`src/rtl/ssp_pkg.sv`:
```
package ssp_pkg;

  // Register addresses on the control bus
  localparam logic [1:0] ADDR_CTRL = 2'd0;
  localparam logic [1:0] ADDR_TX   = 2'd1;
  localparam logic [1:0] ADDR_RX   = 2'd2;
  localparam logic [1:0] ADDR_STAT = 2'd3;

  // Control register layout
  localparam int CTRL_W       = 6;
  localparam int CTRL_LSB     = 0;
  localparam int CTRL_TWOWIRE = 1;
  localparam int CTRL_RXDIR   = 2;
  localparam int CTRL_RATE_LO = 3;
  localparam int RATE_W       = 3;

  // Status register layout
  localparam int STAT_BUSY = 0;
  localparam int STAT_COLL = 1;

  // Strobes from the sequencer to the shifter
  typedef struct packed {
    logic load;    // capture transmit byte and configuration
    logic rise;    // sample the incoming bit
    logic fall;    // shift to the next outgoing bit
    logic finish;  // last period over, publish received byte
  } ssp_strobe_t;

  typedef enum logic [1:0] {
    S_IDLE,
    S_LOW,
    S_HIGH
  } ssp_state_t;

  // Half of the reference divide ratio for each rate code
  function automatic int unsigned halfRatio(input logic [RATE_W-1:0] code);
    case (code)
      3'd0:    halfRatio = 180;
      3'd1:    halfRatio = 60;
      3'd2:    halfRatio = 12;
      3'd3:    halfRatio = 8;
      3'd4:    halfRatio = 6;
      default: halfRatio = 5;
    endcase
  endfunction

endpackage

```
`src/rtl/ssp_ctrl.sv`:
```
module ssp_ctrl
  import ssp_pkg::*;
#(
  parameter int DATA_W = 8,
  parameter int CNT_W  = 8
) (
  input  logic                 clk,
  input  logic                 rstN,
  input  logic [1:0]           busAddr,
  input  logic                 busWrEn,
  input  logic [CTRL_W-1:0]    cfgWrData,
  input  logic [DATA_W-1:0]    rxData,
  output logic [DATA_W-1:0]    busRdData,
  output logic                 cfgLsb,
  output logic                 cfgTwoWire,
  output logic                 cfgRxDir,
  output ssp_strobe_t          strobe,
  output logic                 busy,
  output logic                 sclk,
  output logic                 irqDone
);

  localparam int BIT_W = (DATA_W > 1) ? $clog2(DATA_W) : 1;
  localparam logic [BIT_W-1:0] LAST_BIT = BIT_W'(DATA_W - 1);

  logic [CTRL_W-1:0] ctrlReg;
  logic              collision;
  ssp_state_t        state;
  logic [CNT_W-1:0]  cnt;
  logic [CNT_W-1:0]  halfLim;
  logic [BIT_W-1:0]  bitIdx;

  logic txWrite, startReq, collReq, phaseEnd, lastBit;

  assign txWrite  = busWrEn && (busAddr == ADDR_TX);
  assign startReq = txWrite && !busy;
  assign collReq  = txWrite && busy;
  assign phaseEnd = (state != S_IDLE) && (cnt == halfLim - 1'b1);
  assign lastBit  = (bitIdx == LAST_BIT);

  assign cfgLsb     = ctrlReg[CTRL_LSB];
  assign cfgTwoWire = ctrlReg[CTRL_TWOWIRE];
  assign cfgRxDir   = ctrlReg[CTRL_RXDIR];

  always_comb begin
    strobe.load   = startReq;
    strobe.rise   = phaseEnd && (state == S_LOW);
    strobe.fall   = phaseEnd && (state == S_HIGH) && !lastBit;
    strobe.finish = phaseEnd && (state == S_HIGH) && lastBit;
  end

  // Configuration and status registers
  always_ff @(posedge clk or negedge rstN) begin
    if (!rstN) begin
      ctrlReg   <= '0;
      collision <= 1'b0;
    end else begin
      if (busWrEn && (busAddr == ADDR_CTRL))
        ctrlReg <= cfgWrData;
      if (collReq)
        collision <= 1'b1;
      else if (busWrEn && (busAddr == ADDR_STAT) && cfgWrData[STAT_COLL])
        collision <= 1'b0;
    end
  end

  // Bit-period sequencer and clock divider
  always_ff @(posedge clk or negedge rstN) begin
    if (!rstN) begin
      state   <= S_IDLE;
      sclk    <= 1'b1;
      busy    <= 1'b0;
      cnt     <= '0;
      halfLim <= '1;
      bitIdx  <= '0;
      irqDone <= 1'b0;
    end else begin
      irqDone <= strobe.finish;
      case (state)
        S_IDLE: begin
          if (startReq) begin
            state   <= S_LOW;
            sclk    <= 1'b0;
            busy    <= 1'b1;
            cnt     <= '0;
            bitIdx  <= '0;
            halfLim <= CNT_W'(halfRatio(ctrlReg[CTRL_RATE_LO +: RATE_W]));
          end
        end
        S_LOW: begin
          if (phaseEnd) begin
            state <= S_HIGH;
            sclk  <= 1'b1;
            cnt   <= '0;
          end else begin
            cnt <= cnt + 1'b1;
          end
        end
        S_HIGH: begin
          if (phaseEnd) begin
            cnt <= '0;
            if (lastBit) begin
              state <= S_IDLE;
              busy  <= 1'b0;
            end else begin
              state  <= S_LOW;
              sclk   <= 1'b0;
              bitIdx <= bitIdx + 1'b1;
            end
          end else begin
            cnt <= cnt + 1'b1;
          end
        end
        default: begin
          state <= S_IDLE;
          sclk  <= 1'b1;
          busy  <= 1'b0;
        end
      endcase
    end
  end

  // Register read mux
  always_comb begin
    case (busAddr)
      ADDR_CTRL: busRdData = DATA_W'(ctrlReg);
      ADDR_RX:   busRdData = rxData;
      ADDR_STAT: busRdData = DATA_W'({collision, busy});
      default:   busRdData = '0;
    endcase
  end

  a_r3_idle_clock_high: assert property (@(posedge clk) disable iff (!rstN)
    !busy |-> sclk);

  a_r2_start_falls: assert property (@(posedge clk) disable iff (!rstN)
    $rose(busy) |-> !sclk);

  a_r9_irq_one_cycle: assert property (@(posedge clk) disable iff (!rstN)
    irqDone |=> !irqDone);

  a_r9_irq_after_busy: assert property (@(posedge clk) disable iff (!rstN)
    irqDone |-> $fell(busy));

  a_r10_collision_set: assert property (@(posedge clk) disable iff (!rstN)
    collReq |=> collision);

  a_r10_transfer_kept: assert property (@(posedge clk) disable iff (!rstN)
    (collReq && !strobe.finish) |=> busy);

endmodule

```
`src/rtl/ssp_datapath.sv`:
```
module ssp_datapath
  import ssp_pkg::*;
#(
  parameter int DATA_W = 8
) (
  input  logic              clk,
  input  logic              rstN,
  input  ssp_strobe_t       strobe,
  input  logic              active,
  input  logic              cfgLsb,
  input  logic              cfgTwoWire,
  input  logic              cfgRxDir,
  input  logic [DATA_W-1:0] txData,
  input  logic              sdi,
  input  logic              sdaIn,
  output logic              sdo,
  output logic              sdaOut,
  output logic              sdaOe,
  output logic [DATA_W-1:0] rxData
);

  logic              lsbL, twoL, rxDirL;
  logic [DATA_W-1:0] shReg;
  logic [DATA_W-1:0] shifted;
  logic              sampleBit, curBit, inBit;

  // One shifter serves both bit orders; the bit order picks the exit end
  assign curBit  = lsbL ? shReg[0] : shReg[DATA_W-1];
  assign shifted = lsbL ? {sampleBit, shReg[DATA_W-1:1]}
                        : {shReg[DATA_W-2:0], sampleBit};
  assign inBit   = twoL ? sdaIn : sdi;

  always_ff @(posedge clk or negedge rstN) begin
    if (!rstN) begin
      lsbL      <= 1'b0;
      twoL      <= 1'b0;
      rxDirL    <= 1'b0;
      shReg     <= '0;
      sampleBit <= 1'b0;
      rxData    <= '0;
    end else begin
      if (strobe.load) begin
        shReg  <= txData;
        lsbL   <= cfgLsb;
        twoL   <= cfgTwoWire;
        rxDirL <= cfgRxDir;
      end
      if (strobe.rise)
        sampleBit <= inBit;
      if (strobe.fall)
        shReg <= shifted;
      if (strobe.finish) begin
        shReg  <= shifted;
        rxData <= shifted;
      end
    end
  end

  // Pin direction control
  assign sdo    = (active && !twoL) ? curBit : 1'b1;
  assign sdaOe  = active && twoL && !rxDirL;
  assign sdaOut = sdaOe ? curBit : 1'b1;

  a_r7_sdo_parked: assert property (@(posedge clk) disable iff (!rstN)
    sdaOe |-> sdo);

  a_r8_rx_holds: assert property (@(posedge clk) disable iff (!rstN)
    (!strobe.finish && !strobe.load) |=> $stable(rxData));

endmodule

```
`src/rtl/sync_serial_port.sv`:
```
module sync_serial_port
  import ssp_pkg::*;
#(
  parameter int DATA_W = 8,
  parameter int CNT_W  = 8
) (
  input  logic              clk,
  input  logic              rstN,
  input  logic [1:0]        busAddr,
  input  logic              busWrEn,
  input  logic [DATA_W-1:0] busWrData,
  output logic [DATA_W-1:0] busRdData,
  output logic              sclk,
  input  logic              sdi,
  output logic              sdo,
  input  logic              sdaIn,
  output logic              sdaOut,
  output logic              sdaOe,
  output logic              irqDone
);

  ssp_strobe_t       strobe;
  logic              busy;
  logic              cfgLsb, cfgTwoWire, cfgRxDir;
  logic [DATA_W-1:0] rxData;
  logic              txBit;

  ssp_ctrl #(.DATA_W(DATA_W), .CNT_W(CNT_W)) u_ctrl (
    .clk        (clk),
    .rstN       (rstN),
    .busAddr    (busAddr),
    .busWrEn    (busWrEn),
    .cfgWrData  (busWrData[CTRL_W-1:0]),
    .rxData     (rxData),
    .busRdData  (busRdData),
    .cfgLsb     (cfgLsb),
    .cfgTwoWire (cfgTwoWire),
    .cfgRxDir   (cfgRxDir),
    .strobe     (strobe),
    .busy       (busy),
    .sclk       (sclk),
    .irqDone    (irqDone)
  );

  ssp_datapath #(.DATA_W(DATA_W)) u_datapath (
    .clk        (clk),
    .rstN       (rstN),
    .strobe     (strobe),
    .active     (busy),
    .cfgLsb     (cfgLsb),
    .cfgTwoWire (cfgTwoWire),
    .cfgRxDir   (cfgRxDir),
    .txData     (busWrData),
    .sdi        (sdi),
    .sdaIn      (sdaIn),
    .sdo        (sdo),
    .sdaOut     (sdaOut),
    .sdaOe      (sdaOe),
    .rxData     (rxData)
  );

  assign txBit = sdaOe ? sdaOut : sdo;

  a_r4_data_on_falling: assert property (@(posedge clk) disable iff (!rstN)
    (busy && $past(busy) && !$fell(sclk)) |-> $stable(txBit));

endmodule

```
`config.mk`:
```
export PLATFORM = sky130hd
export DESIGN_NAME = sync_serial_port
export DESIGN_NICKNAME = d
export VERILOG_FILES = /design/src/rtl/ssp_pkg.sv /design/src/rtl/ssp_ctrl.sv /design/src/rtl/ssp_datapath.sv /design/src/rtl/sync_serial_port.sv
export SDC_FILE = /design/constraint.sdc
export NUM_CORES = 1
export LEC_CHECK = 0
export ABC_AREA = 1
export CORE_MARGIN = 5
export CORE_UTILIZATION = 58
export DETAILED_ROUTE_END_ITERATION = 6
export PLACE_DENSITY = 0.8
export RECOVER_POWER = 100
export SYNTH_ARGS = -nofsm -noshare
export SYNTH_HDL_FRONTEND = slang
export SYNTH_SLANG_ARGS = --single-unit
export TNS_END_PERCENT = 30
```
`constraint.sdc`:
```
create_clock -name clk -period 2.6 [get_ports clk]
set_clock_uncertainty 0.15 [all_clocks]
set_input_delay 0.65 -clock clk [delete_from_list [all_inputs] [get_ports clk]]
set_output_delay 0.65 -clock clk [all_outputs]
set_load 0.005 [all_outputs]
```
==> results of run 1 <==
-- cell type report --
| cell class | count | area [µm²] | share of cell area (%) |
|---|---|---|---|
| Clock buffer | 5 | 68.8 | 1.90 |
| Inverter | 66 | 248 | 6.85 |
| Clock inverter | 3 | 40.0 | 1.11 |
| Sequential cell | 50 | 1260 | 34.9 |
| Multi-Input combinational cell | 286 | 1520 | 41.9 |
| Tap cell | 70 | 87.6 | 2.42 |
| Timing Repair Buffer | 47 | 395 | 10.9 |
-- final timing paths --
path,from,end,slack (ns),cells after the start
worst min register to register,u_ctrl.sclk,u_ctrl.sclk,0.32,2
max in group asynchronous,rstN,u_ctrl.bitIdx[0],0.54,2
worst max register to register,u_ctrl.halfLim[0],u_datapath.shReg[6],0.14,15
min in group asynchronous,rstN,u_ctrl.cnt[7],0.44,1
worst max-delay path,busAddr[0],busRdData[1],0.11,7
worst min-delay path,u_ctrl.sclk,u_ctrl.sclk,0.32,2
-- what timing repair did --
action,CTS,global route
setup buffers,2,4
pin swaps,1,2
hold endpoints to repair,0,0
endpoints found under the setup margin,8,21
resized for setup,18,5
-- cell families (layout without fill, tap and decap cells) --
group,count (synthesis),count (layout),synth area share [%]
and+or+nand+nor,210,210,31.8
buffers and inverters,76,121,10.4
muxes,1,1,0.325
DFF,50,50,40.9
xor gates and xnor gates,7,7,1.99
AOI/OAI and AO/OA,60,60,11.4
adders and majority gates,8,8,3.25
-- worst reg2reg max path, cell delays in order (launching register included) --
cell and delay, ns:
dfstp_2 0.55, inv_1 0.11, ha_4 0.26, nand2_1 0.06
inv_1 0.04, nor2_1 0.08, nand2_1 0.07, nor2_1 0.10
nand2_1 0.09, nor2_4 0.13, nand3_4 0.19, nor2_8 0.23
buf_4 0.16, nand2_2 0.05, o21ai_2 0.06, nand2_1 0.06
-- flip-flops by register name (all words and copies together) (netlist names), 2 cells and up --
name	flops
u_ctrl.bitIdx	3
u_ctrl.cnt	8
u_datapath.shReg	8
u_ctrl.state	2
u_ctrl.halfLim	7
u_datapath.rxData	8
u_ctrl.ctrlReg	6
-- placed cells by master (no fill, tap or decap), types with 2 or more instances in the layout --
cell	synthesis	final
a21oi_1	6	6
buf_4	1	11
clkbuf_1	6	6
clkbuf_2	0	2
clkbuf_4	0	2
clkbuf_8	0	5
clkdlybuf4s50_1	0	11
clkinv_2	0	2
dfrtp_1	42	42
dfstp_2	8	8
dlygate4sd2_1	0	7
dlygate4sd3_1	0	5
ha_1	8	7
inv_1	62	61
inv_2	4	5
nand2_1	103	103
nand2_2	11	11
nand3_1	32	32
nand3_2	2	2
nand4_1	8	8
nor2_1	38	38
nor2_2	5	4
nor2_4	3	4
nor2_8	2	2
nor3_1	4	4
o211ai_1	2	2
o21ai_0	31	32
o21ai_1	9	8
o21ai_2	4	4
o22ai_1	3	3
xor2_1	6	6
-- metal layers --
| layer | share of wire, % | wire (µm) | vias up | GRT usage (%) |
|---|---|---|---|---|
| met5 | 0 | 0 | - | 0 |
| met4 | 2.4 | 176 | 0 | 7.43 |
| met3 | 4.6 | 336 | 13 | 4.46 |
| met2 | 47 | 3410 | 78 | 35.1 |
| met1 | 46 | 3320 | 1318 | 29.4 |
| li1 | - | - | 1387 | - |
-- cells in the mapped netlist (2+ instances only) --
| master | number |
|---|---|
| o22ai_1 | 3 |
| nor2_1 | 38 |
| dfstp_2 | 8 |
| nand3_2 | 2 |
| ha_1 | 8 |
| xor2_1 | 6 |
| clkbuf_1 | 6 |
| nand4_1 | 8 |
| o21ai_0 | 31 |
| dfrtp_1 | 42 |
| inv_2 | 4 |
| inv_1 | 62 |
| nand2_2 | 11 |
| o21ai_2 | 4 |
| o21ai_1 | 9 |
| nor2_4 | 3 |
| buf_6 | 2 |
| o211ai_1 | 2 |
| nand3_1 | 32 |
| nor3_1 | 4 |
| nor2_2 | 5 |
| a21oi_1 | 6 |
| nand2_1 | 103 |
| nor2_8 | 2 |
-- power groups by stage --
stage	registers (W)	logic, W	clock network (W)
5_1_grt	0.000861	0.000242	0.000583
6_report	0.000856	0.000213	0.000547
3_3_place_gp	0.000868	0.000210	0
4_1_cts	0.000855	0.000216	0.000556
3_5_place_dp	0.000870	0.000215	0
2_1_floorplan	0.000858	0.000123	0
-- through the flow --
stage / std cells / setup WS, ns / total power, W / utilization (%)
after floorplan: 412 / 0.344 / 0.000981 / -
after global placement: 513 / -0.352 / 0.00108 / 67.7
after detailed placement: 513 / -0.410 / 0.00108 / 67.7
after CTS: 523 / -0.0112 / 0.00163 / 69.9
after global routing: 527 / -0.0102 / 0.00169 / 70.4
final: 527 / 0.106 / 0.00162 / 70.4
==> metrics.md, run 1 <==
| Metric | Value |
|---|---|
| CP max stage delay | `0.29 ns` |
| TNS Setup | `0 ns` |
| Worst setup SP type | `input pin` |
| Post-route worst hold slack | `0.321 ns` |
| CP Max Fanout | `3` |
| GR Overflow Total | `0` |
| Worst skew pair latency | `0.31 ns` |
| DR vias/cell | `5.31` |
| All-Layer GR Usage | `21.9%` |
| Core area | `5140 µm²` |
| Mapped Area | `3080 µm²` |
| Syn-to-layout area delta | `17.4%` |
| Fmax | `401 MHz` |
| Mapped Cells | `412` |
| Ant. Diodes | `0` |
| Cts hold-fix bufs | `0` |
| Total wire length | `7240 µm` |
| Rows | `26` |
| Final setup violation count | `0` |
| CTS Sinks | `50` |
| NetSw | `0.000432 W` |
| DRC violation total after the first TritonRoute iteration | `179` |
| Peak VDD IR | `0.384 mV` |
| Synth area leader | `dfrtp_1` |
| CTS clk-pin slew, worst paths | `0.09 ns` |
| Max Slew Vio Count | `0` |
| Post-layout net count | `479` |
| IO Port Bufs | `27` |
| Syn Nets | `435` |
| Clock Tree Root | `clkbuf_8` |
| Cell Area, Placed | `3480 µm²` |
| Synth Flop Type | `dfrtp_1` |
| Number of synthesized flops with an enable pin | `0` |
| Fin. Hold Viols | `0` |
| Vias in the first global route | `2744` |
| Avg Cell Area, Syn | `7.48 µm²` |
| WP buf/inv | `4` |
| Routability Congestion | `0.899` |
| Slew HR | `16.4%` |
| Worst path arrival time | `1.69 ns` |
| Fin crit share | `95.9%` |
| H-tree levels | `2` |
| #FFs+latches synth | `50` |
| Slew at the pin closest to its max-slew limit | `1.25 ns` |
| Drt first pass iters | `4` |
| Max stage delay cell, worst path | `dlygate4sd2_1` |
| Switching fraction of total power | `26.7%` |
| Leak Pwr | `1.91 nW` |
| Status | `complete, no violations` |
| Maximum Capacitance Violations | `0` |
| Finished Cell Area | `3620 µm²` |
| Layout cells sized above 1 | `15.1%` |
| Fillcell total | `444` |
| Num CTS Buffers | `5` |
| Clock share of power | `33.9%` |
| CP Capture Type | `output port` |
| Routed vias | `2796` |
| Pin count of the biggest net entering global routing | `29` |
| Wire per inst | `13.7 µm` |
| # DRC | `0` |
| Sequential fraction of the synthesis area | `40.9%` |
| Final Critical Period | `2.49 ns` |
| DP HPWL | `5460 µm` |
| Initial antenna violation count | `0` |
| Cell Pwr Density | `447 nW/µm²` |
| Synth area leaders | `dfrtp_1 (34%), nand2_1 (13%), inv_1 (7.6%), dfstp_2 (6.8%), nand3_1 (5.2%)` |
| Asr flop ratio synth | `100%` |
| Pint | `0.00118 W` |
| Die span in y | `82.9 µm` |
| Worst path cell trace | `dlygate4sd2_1 -> nor2_1 -> clkbuf_4 -> buf_4 -> nand2_1 -> o211ai_1 -> clkbuf_1` |
| HP Class | `flop to flop` |
| Post-route ant nets | `0` |
| # IOs | `28` |
| Clk buf depth | `2` |
| Initial Util | `60.0%` |
| Unique cell type count in the Yosys netlist | `35` |
| TritonCTS clock tree | `done` |
| Die Span X | `82.9 µm` |
| Crit path required time | `1.80 ns` |
| First-pass GRT wire length | `12500 µm` |
| Cell family with most CP delay | `buffers and inverters` |
| Die area | `6870 µm²` |
| Ys Warns | `0` |
| Synth top area share | `34.1%` |
| WS Path Type | `input pin to output port` |
| Sequential Power Share | `53.0%` |
| Combinational power share | `13.2%` |
No activity file was read; power rests on OpenSTA's default activity.
==> run 2, diff against run 1 <==
--- a/config.mk
+++ b/config.mk
@@ -5,11 +5,10 @@
 export SDC_FILE = /design/constraint.sdc
 export NUM_CORES = 1
 export LEC_CHECK = 0
-export ABC_AREA = 1
 export CORE_MARGIN = 5
-export CORE_UTILIZATION = 58
+export CORE_UTILIZATION = 57
 export DETAILED_ROUTE_END_ITERATION = 6
-export PLACE_DENSITY = 0.8
+export PLACE_DENSITY = 0.79
 export RECOVER_POWER = 100
 export SYNTH_ARGS = -nofsm -noshare
 export SYNTH_HDL_FRONTEND = slang
==> run 2 against run 1 <==
The run now ends with negative setup slack left. Clock power down 14%. Worst hold slack better by 0.019 ns. Register-to-register slack worse by 0.18 ns. Critical path type is now flop to flop. Largest power group is now combinational logic.
==> metrics.md, run 2 <==
| Metric | Value |
|---|---|
| Status | `finished with violations` |
| Violated checks | `negative setup slack` |
| Leak Pwr | `1.52 nW (-20%)` |
| Cell Pwr Density | `946 nW/µm² (+110%)` |
| Slew HR | `17.6% (+1.2 points)` |
| Routability Congestion | `0.808 (-10%)` |
| Max Slew Vio Count | `0 (unchanged)` |
| IO Port Bufs | `27 (unchanged)` |
| #FFs+latches synth | `50 (unchanged)` |
| Pint | `0.00202 W (+70%)` |
| Post-route ant nets | `0 (unchanged)` |
| Initial Util | `58.0% (-1.9 points)` |
| Avg Cell Area, Syn | `9.88 µm² (+32%)` |
| Commonest non-fill, non-tap cell in the layout | `dfrtp_1` |
| Number of synthesized flops with an enable pin | `0 (unchanged)` |
| Synth area leaders | `dfrtp_1 (36%), mux2i_1 (14%), dfstp_2 (7.1%), mux2_2 (4.6%), nand2_1 (3.4%)` |
| Num CTS Buffers | `5 (unchanged)` |
| DRC violation total after the first TritonRoute iteration | `84 (-53%)` |
| Total wire length | `6400 µm (-12%)` |
| DR vias/cell | `5.58 (+5.1%)` |
| Finished Cell Area | `3550 µm² (-1.9%)` |
| TritonCTS clock tree | `done` |
| RSZ-0062 raised after global routing | `true` |
| Maximum Capacitance Violations | `0 (unchanged)` |
| Top-count cell post-synth | `dfrtp_1` |
| Top post-synthesis cells by count | `dfrtp_1 (42), mux2i_1 (40), nand2_1 (27)` |
| Rows | `26 (unchanged)` |
| Cts hold-fix bufs | `0 (unchanged)` |
| Unique cell type count in the Yosys netlist | `45 (+29%)` |
| Final Critical Period | `2.64 ns (+0.149 ns)` |
| Ant. Diodes | `0 (unchanged)` |
| Worst skew pair latency | `0.31 ns (about the same)` |
| Combinational power share | `46.3% (+33 points)` |
| GR Overflow Total | `0 (unchanged)` |
| WS Path Type | `flop to flop` |
| # DRC | `0 (unchanged)` |
| Die Span X | `81.9 µm (-1.2%)` |
| Fmax | `378 MHz (-5.6%)` |
| Fin. Hold Viols | `0 (unchanged)` |
| Wire per inst | `15.4 µm (+12%)` |
| Critical Path Source | `u_ctrl.halfLim[1]` |
| Critical path capture point | `u_ctrl.sclk` |
| Synth area leader | `dfrtp_1` |
| Layout cells sized above 1 | `19.7% (+4.6 points)` |
| Switching fraction of total power | `39.9% (+13 points)` |
| H-tree levels | `2 (unchanged)` |
| Synth top area share | `35.7% (+1.6 points)` |
| FF-to-FF path depth | `10 (-5)` |
| NetSw | `0.00134 W (+210%)` |
| Final WS setup | `-0.0428 ns (-0.149 ns)` |
| Synth Flop Type | `dfrtp_1` |
| Post-layout net count | `367 (-23%)` |
| Mapped Cells | `298 (-28%)` |
| Largest regs | `u_ctrl.cnt x8, u_datapath.rxData x8, u_datapath.shReg x8` |
| CTS Sinks | `50 (unchanged)` |
| RR Endpoint | `u_ctrl.sclk` |
| # IOs | `28 (unchanged)` |
| Slew at the pin closest to its max-slew limit | `1.24 ns (-0.0176 ns)` |
| Compound-Gate Fraction of Synth Area | `10.2% (-1.2 points)` |
| Syn Nets | `321 (-26%)` |
| Post-Synth XOR/XNOR Area | `2.38% (+0.39 points)` |
| R2r setup slk | `-0.04 ns (-0.18 ns)` |
| CTS clk-pin slew, worst paths | `0.08 ns (about the same)` |
| Post-synthesis mux area share | `18.2% (+18 points)` |
| Clk buf depth | `2 (unchanged)` |
| Mapped Area | `2940 µm² (-4.5%)` |
| Core area | `5070 µm² (-1.3%)` |
| Simple-Gate Fraction of Synth Area | `18.0% (-14 points)` |
| Worst setup SP type | `flop` |
| All-Layer GR Usage | `22.0% (+0.11 points)` |
| CP Capture Type | `flop` |
| Sequential Power Share | `39.8% (-13 points)` |
| Ys Warns | `0 (unchanged)` |
| DP HPWL | `4540 µm (-17%)` |
| Worst path arrival time | `2.72 ns (+1.03 ns)` |
| R2R Path Start | `u_ctrl.halfLim[1]` |
| Fin crit share | `102% (+5.7 points)` |
| Final setup violation count | `5 (+5)` |
| Sequential fraction of the synthesis area | `42.8% (+1.9 points)` |
| Die span in y | `81.9 µm (-1.2%)` |
| Synth Area in Adders | `3.40% (+0.15 points)` |
| Most frequent cells in the layout | `dfrtp_1 (42), mux2i_1 (40), nand2_1 (27), nor2_1 (21)` |
| Crit path required time | `2.68 ns (+0.88 ns)` |
| Clock Tree Root | `clkbuf_8` |
| Combinational family with the most area after synthesis | `multiplexers` |
| Pin count of the biggest net entering global routing | `51 (+76%)` |
| Cell Area, Placed | `3410 µm² (-1.9%)` |
| Drt first pass iters | `4 (unchanged)` |
| Asr flop ratio synth | `100% (unchanged)` |
| CP Max Fanout | `6 (+3)` |
| Syn-to-layout area delta | `20.6%` |
| Vias in the first global route | `2358 (-14%)` |
| HP Class | `flop to flop` |
| Routed vias | `2314 (-17%)` |
| Peak VDD IR | `0.464 mV (+21%)` |
| TNS Setup | `-0.0893 ns (-0.0893 ns)` |
| Clock share of power | `13.9% (-20 points)` |
| Die area | `6700 µm² (-2.4%)` |
| Initial antenna violation count | `0 (unchanged)` |
| First-pass GRT wire length | `11300 µm (-9.5%)` |
-- run 2: changes by cell type in the layout (fill, tap and decap cells not counted), moves of 11 or more --
cell and delta:
inv_1 -43, mux2_2 +12, mux2i_1 +39, nand2_1 -76, nand2_2 -11, nand3_1 -17
nor2_1 -17, o21ai_0 -18
-- run 2: how the worst min path moves through the flow --
stage | startpoint | endpoint | slack [ns] | cells after the start
2_1_floorplan | rstN | u_ctrl.bitIdx[0] | 0.20 | 0
3_3_place_gp | u_ctrl.halfLim[7] | u_ctrl.halfLim[7] | 0.33 | 2
3_5_place_dp | u_ctrl.halfLim[7] | u_ctrl.halfLim[7] | 0.33 | 2
4_1_cts | rstN | u_ctrl.cnt[6] | 0.31 | 2
5_1_grt | u_ctrl.halfLim[7] | u_ctrl.halfLim[7] | 0.36 | 2
6_report | u_ctrl.halfLim[7] | u_ctrl.halfLim[7] | 0.34 | 2
-- run 2: timing repair --
action / 4_1_cts / 5_1_grt
setup endpoints to repair: 37 / 29
gates cloned: 1 / 0
gates resized for setup: 17 / 4
buffers inserted: 3 / 2
pin swaps: 2 / 5
endpoints found under the hold margin: 0 / 0
-- run 2: per-stage QoR --
step	cells	hold slack, ns	power (W)	setup WS [ns]	utilization (%)
final	415	0.340	0.00336	-0.0428	70.0
after global routing	415	0.364	0.00364	-0.123	70.0
after CTS	414	0.314	0.00330	-0.0710	70.1
after detailed placement	402	0.332	0.00278	-0.319	67.3
after global placement	402	0.326	0.00272	-0.219	67.3
after floorplan	298	0.204	0.00235	0.125	-
-- run 2: metal layers --
layer	vias to the layer above	GRT usage [%]	routed length, µm
met5	-	0	0
met4	0	6.81	85
li1	1148	-	-
met1	1112	29.6	2970
met2	46	35.5	3130
met3	8	4.61	217
-- run 2: cells by family after synthesis --
group	Yosys count
simple gates	102
mux	52
flops	50
compound gates	45
buf+inv	33
xor+xnor	8
fa+ha+maj	8
-- run 2: worst max-delay path, cell delays in order, from the launching register on --
cell	delay, ns
dfstp_2	0.56
inv_1	0.05
ha_2	0.19
nor3b_2	0.18
and4b_1	0.22
nor3_4	0.27
nor4_4	0.07
buf_4	0.17
buf_2	0.14
or3b_2	0.43
o221a_2	0.14
-- run 2: final cells by class --
cell class / count / area, µm²
Timing Repair Buffer: 54 / 465
Sequential cell: 50 / 1260
Multi-Input combinational cell: 215 / 1580
Clock buffer: 8 / 90.1
Fill cell: 401 / 1520
Tap cell: 70 / 87.6
Inverter: 18 / 67.6
-- run 2: power groups by stage --
stage	logic [W]	clock network [W]	registers, W
after floorplan	0.00113	0	0.00122
after global placement	0.00139	0	0.00133
after detailed placement	0.00144	0	0.00135
after CTS	0.00149	0.000477	0.00133
after global routing	0.00174	0.000519	0.00138
final	0.00155	0.000468	0.00134
==> run 3, diff against run 2 <==
--- a/config.mk
+++ b/config.mk
@@ -5,10 +5,12 @@
 export SDC_FILE = /design/constraint.sdc
 export NUM_CORES = 1
 export LEC_CHECK = 0
+export CELL_PAD_IN_SITES_DETAIL_PLACEMENT = 1
+export CELL_PAD_IN_SITES_GLOBAL_PLACEMENT = 1
 export CORE_MARGIN = 5
-export CORE_UTILIZATION = 57
+export CORE_UTILIZATION = 45
 export DETAILED_ROUTE_END_ITERATION = 6
-export PLACE_DENSITY = 0.79
+export PLACE_DENSITY_LB_ADDON = 0.1
 export RECOVER_POWER = 100
 export SYNTH_ARGS = -nofsm -noshare
 export SYNTH_HDL_FRONTEND = slang
==> run 3 against run 2 <==
The run now ends clean. Register-to-register slack improved by 0.05 ns. Die area increased by 23%. Critical path type unchanged. Sequential power hardly changed. Combinational power rose by 14%. Core utilization decreased by 12 points. Sequential share of layout area is 1.2 points lower. Sequential cell count unchanged. Global-route usage shrank 3.4 points. Final area is 3.5% higher. Setup slack better by 0.050 ns. Total power grew 6.8%.
==> metrics.md, run 3 (same netlist as run 2, synthesis figures left out) <==
| Metric | Value |
|---|---|
| Status | `complete, no violations` |
| Syn-to-layout area delta | `24.8%` |
| Cell Pwr Density | `977 nW/µm² (+3.3%)` |
| Max Slew Vio Count | `0 (unchanged)` |
| # IOs | `28 (unchanged)` |
| Initial antenna violation count | `0 (unchanged)` |
| Pin count of the biggest net entering global routing | `51 (unchanged)` |
| DP HPWL | `5320 µm (+17%)` |
| Fin. Hold Viols | `0 (unchanged)` |
| # DRC | `0 (unchanged)` |
| Fillcell total | `715 (+78%)` |
| Clock Tree Root | `clkbuf_8` |
| Post-route ant nets | `0 (unchanged)` |
| Util after Layout | `57.9% (-12 points)` |
| Peak VDD IR | `0.560 mV (+21%)` |
| Drt first pass iters | `4 (unchanged)` |
| Maximum Capacitance Violations | `0 (unchanged)` |
| Clk buf depth | `2 (unchanged)` |
| Hold depth | `2 (unchanged)` |
| Slew HR | `13.0% (-4.6 points)` |
| CTS clk-pin slew, worst paths | `0.09 ns (about the same)` |
| Ant. Diodes | `0 (unchanged)` |
| Largest regs | `u_ctrl.cnt x8, u_datapath.rxData x8, u_datapath.shReg x8` |
| Num CTS Buffers | `5 (unchanged)` |
| RSZ-0062 raised after global routing | `true` |
| Wire per inst | `17.7 µm (+15%)` |
| CP Capture Type | `flop` |
| Core area | `6350 µm² (+25%)` |
| Routability Congestion | `0.822 (+1.8%)` |
| First-pass GRT wire length | `12500 µm (+10%)` |
| Die Span X | `90.9 µm (+11%)` |
| Die area | `8260 µm² (+23%)` |
| Worst path arrival time | `2.66 ns (-0.06 ns)` |
| Vias in the first global route | `2504 (+6.2%)` |
| Leak Pwr | `1.56 nW (+2.8%)` |
| Commonest non-fill, non-tap cell in the layout | `dfrtp_1` |
| Initial Util | `46.4% (-12 points)` |
| TNS Setup | `0 ns (+0.0893 ns)` |
| Worst skew pair latency | `0.30 ns (about the same)` |
| Slew at the pin closest to its max-slew limit | `1.30 ns (+0.0689 ns)` |
| CTS Sinks | `50 (unchanged)` |
| H-tree levels | `2 (unchanged)` |
| FF-to-FF path depth | `9 (-1)` |
| Routed vias | `2348 (+1.5%)` |
| Final Critical Period | `2.59 ns (-0.0504 ns)` |
| Rows | `29 (+12%)` |
| GR Overflow Total | `0 (unchanged)` |
| DR vias/cell | `5.49 (-1.6%)` |
| HP Class | `flop to flop` |
| Die span in y | `90.9 µm (+11%)` |
| Cts hold-fix bufs | `0 (unchanged)` |
| Crit path required time | `2.67 ns (about the same)` |
| IO Port Bufs | `27 (unchanged)` |
| Total power | `0.00359 W (+6.8%)` |
| Layout cells sized above 1 | `23.1% (+3.4 points)` |
| DRC violation total after the first TritonRoute iteration | `72 (-14%)` |
| Final setup violation count | `0 (-5)` |
| Worst setup SP type | `flop` |
| WS Path Type | `flop to flop` |
| Most frequent cells in the layout | `dfrtp_1 (42), mux2i_1 (39), nand2_1 (27), nor2_1 (21), buf_4 (18)` |
| TritonCTS clock tree | `done` |
| CP Max Fanout | `8 (+2)` |
| Fmax | `386 MHz (+1.9%)` |
| Fin crit share | `99.7% (-1.9 points)` |
| Post-layout net count | `373 (+1.6%)` |
| Total wire length | `7570 µm (+18%)` |
| All-Layer GR Usage | `18.6% (-3.4 points)` |
-- run 3: power breakdown --
group	internal (W)	total, W	leakage [nW]	switching (W)
logic	0.000865	0.00176	0.908	0.000899
clock network	0.000215	0.000474	0.0482	0.000259
registers	0.00104	0.00135	0.608	0.000311
total	0.00212	0.00359	1.56	0.00147
-- run 3: timing repair --
item / 4_1_cts / 5_1_grt
setup buffers: 7 / 0
cloned: 1 / 0
gates resized for setup: 34 / 11
setup endpoints to repair: 38 / 31
pin swaps: 6 / 6
-- run 3: final cells by class --
type / count / area [µm²] / share of cell area [%]
multi-input combinational: 215 / 1640 / 44.7
sequential: 50 / 1260 / 34.3
timing repair buffer: 60 / 515 / 14.0
tap: 77 / 96.3 / 2.62
clock buffer: 7 / 86.3 / 2.35
inverter: 18 / 67.6 / 1.84
clock inverter: 1 / 5.00 / 0.136
-- run 3: per-layer routing --
metal	track usage (%)	vias to the layer above	routed length [µm]
met4	5.26	0	83
li1	-	1152	-
met5	0	-	0
met1	23.1	1165	3490
met3	2.50	5	157
met2	33.4	26	3840
-- run 3: critical path: stages, from the launching register on --
cell and delay (ns):
dfstp_2 0.38, buf_4 0.16, or4b_4 0.55, o22ai_4 0.19, nor3_4 0.08, nor4_4 0.26
buf_4 0.20, and2b_1 0.17, buf_12 0.15, mux2i_2 0.22
-- run 3: final timing paths --
| kind | from | end | slack [ns] |
|---|---|---|---|
| max | u_ctrl.halfLim[2] | u_datapath.rxData[2] | 0.008 |
| min | u_ctrl.halfLim[7] | u_ctrl.halfLim[7] | 0.35 |
| max reg2reg | u_ctrl.halfLim[2] | u_datapath.rxData[2] | 0.008 |
| min reg2reg | u_ctrl.halfLim[7] | u_ctrl.halfLim[7] | 0.35 |
| max in group asynchronous | rstN | u_ctrl.ctrlReg[5] | 0.96 |
| min in group asynchronous | rstN | u_ctrl.ctrlReg[4] | 0.55 |
-- run 3: stage by stage --
| step | hold WS [ns] | std cells | instance area, µm² | worst slack [ns] |
|---|---|---|---|---|
| after floorplan | 0.204 | 298 | 2940 | 0.125 |
| after global placement | 0.331 | 413 | 3480 | -0.300 |
| after detailed placement | 0.344 | 413 | 3480 | -0.372 |
| after CTS | 0.177 | 429 | 3690 | 0.000614 |
| after global routing | 0.380 | 428 | 3670 | -0.0858 |
| final | 0.348 | 428 | 3670 | 0.00756 |
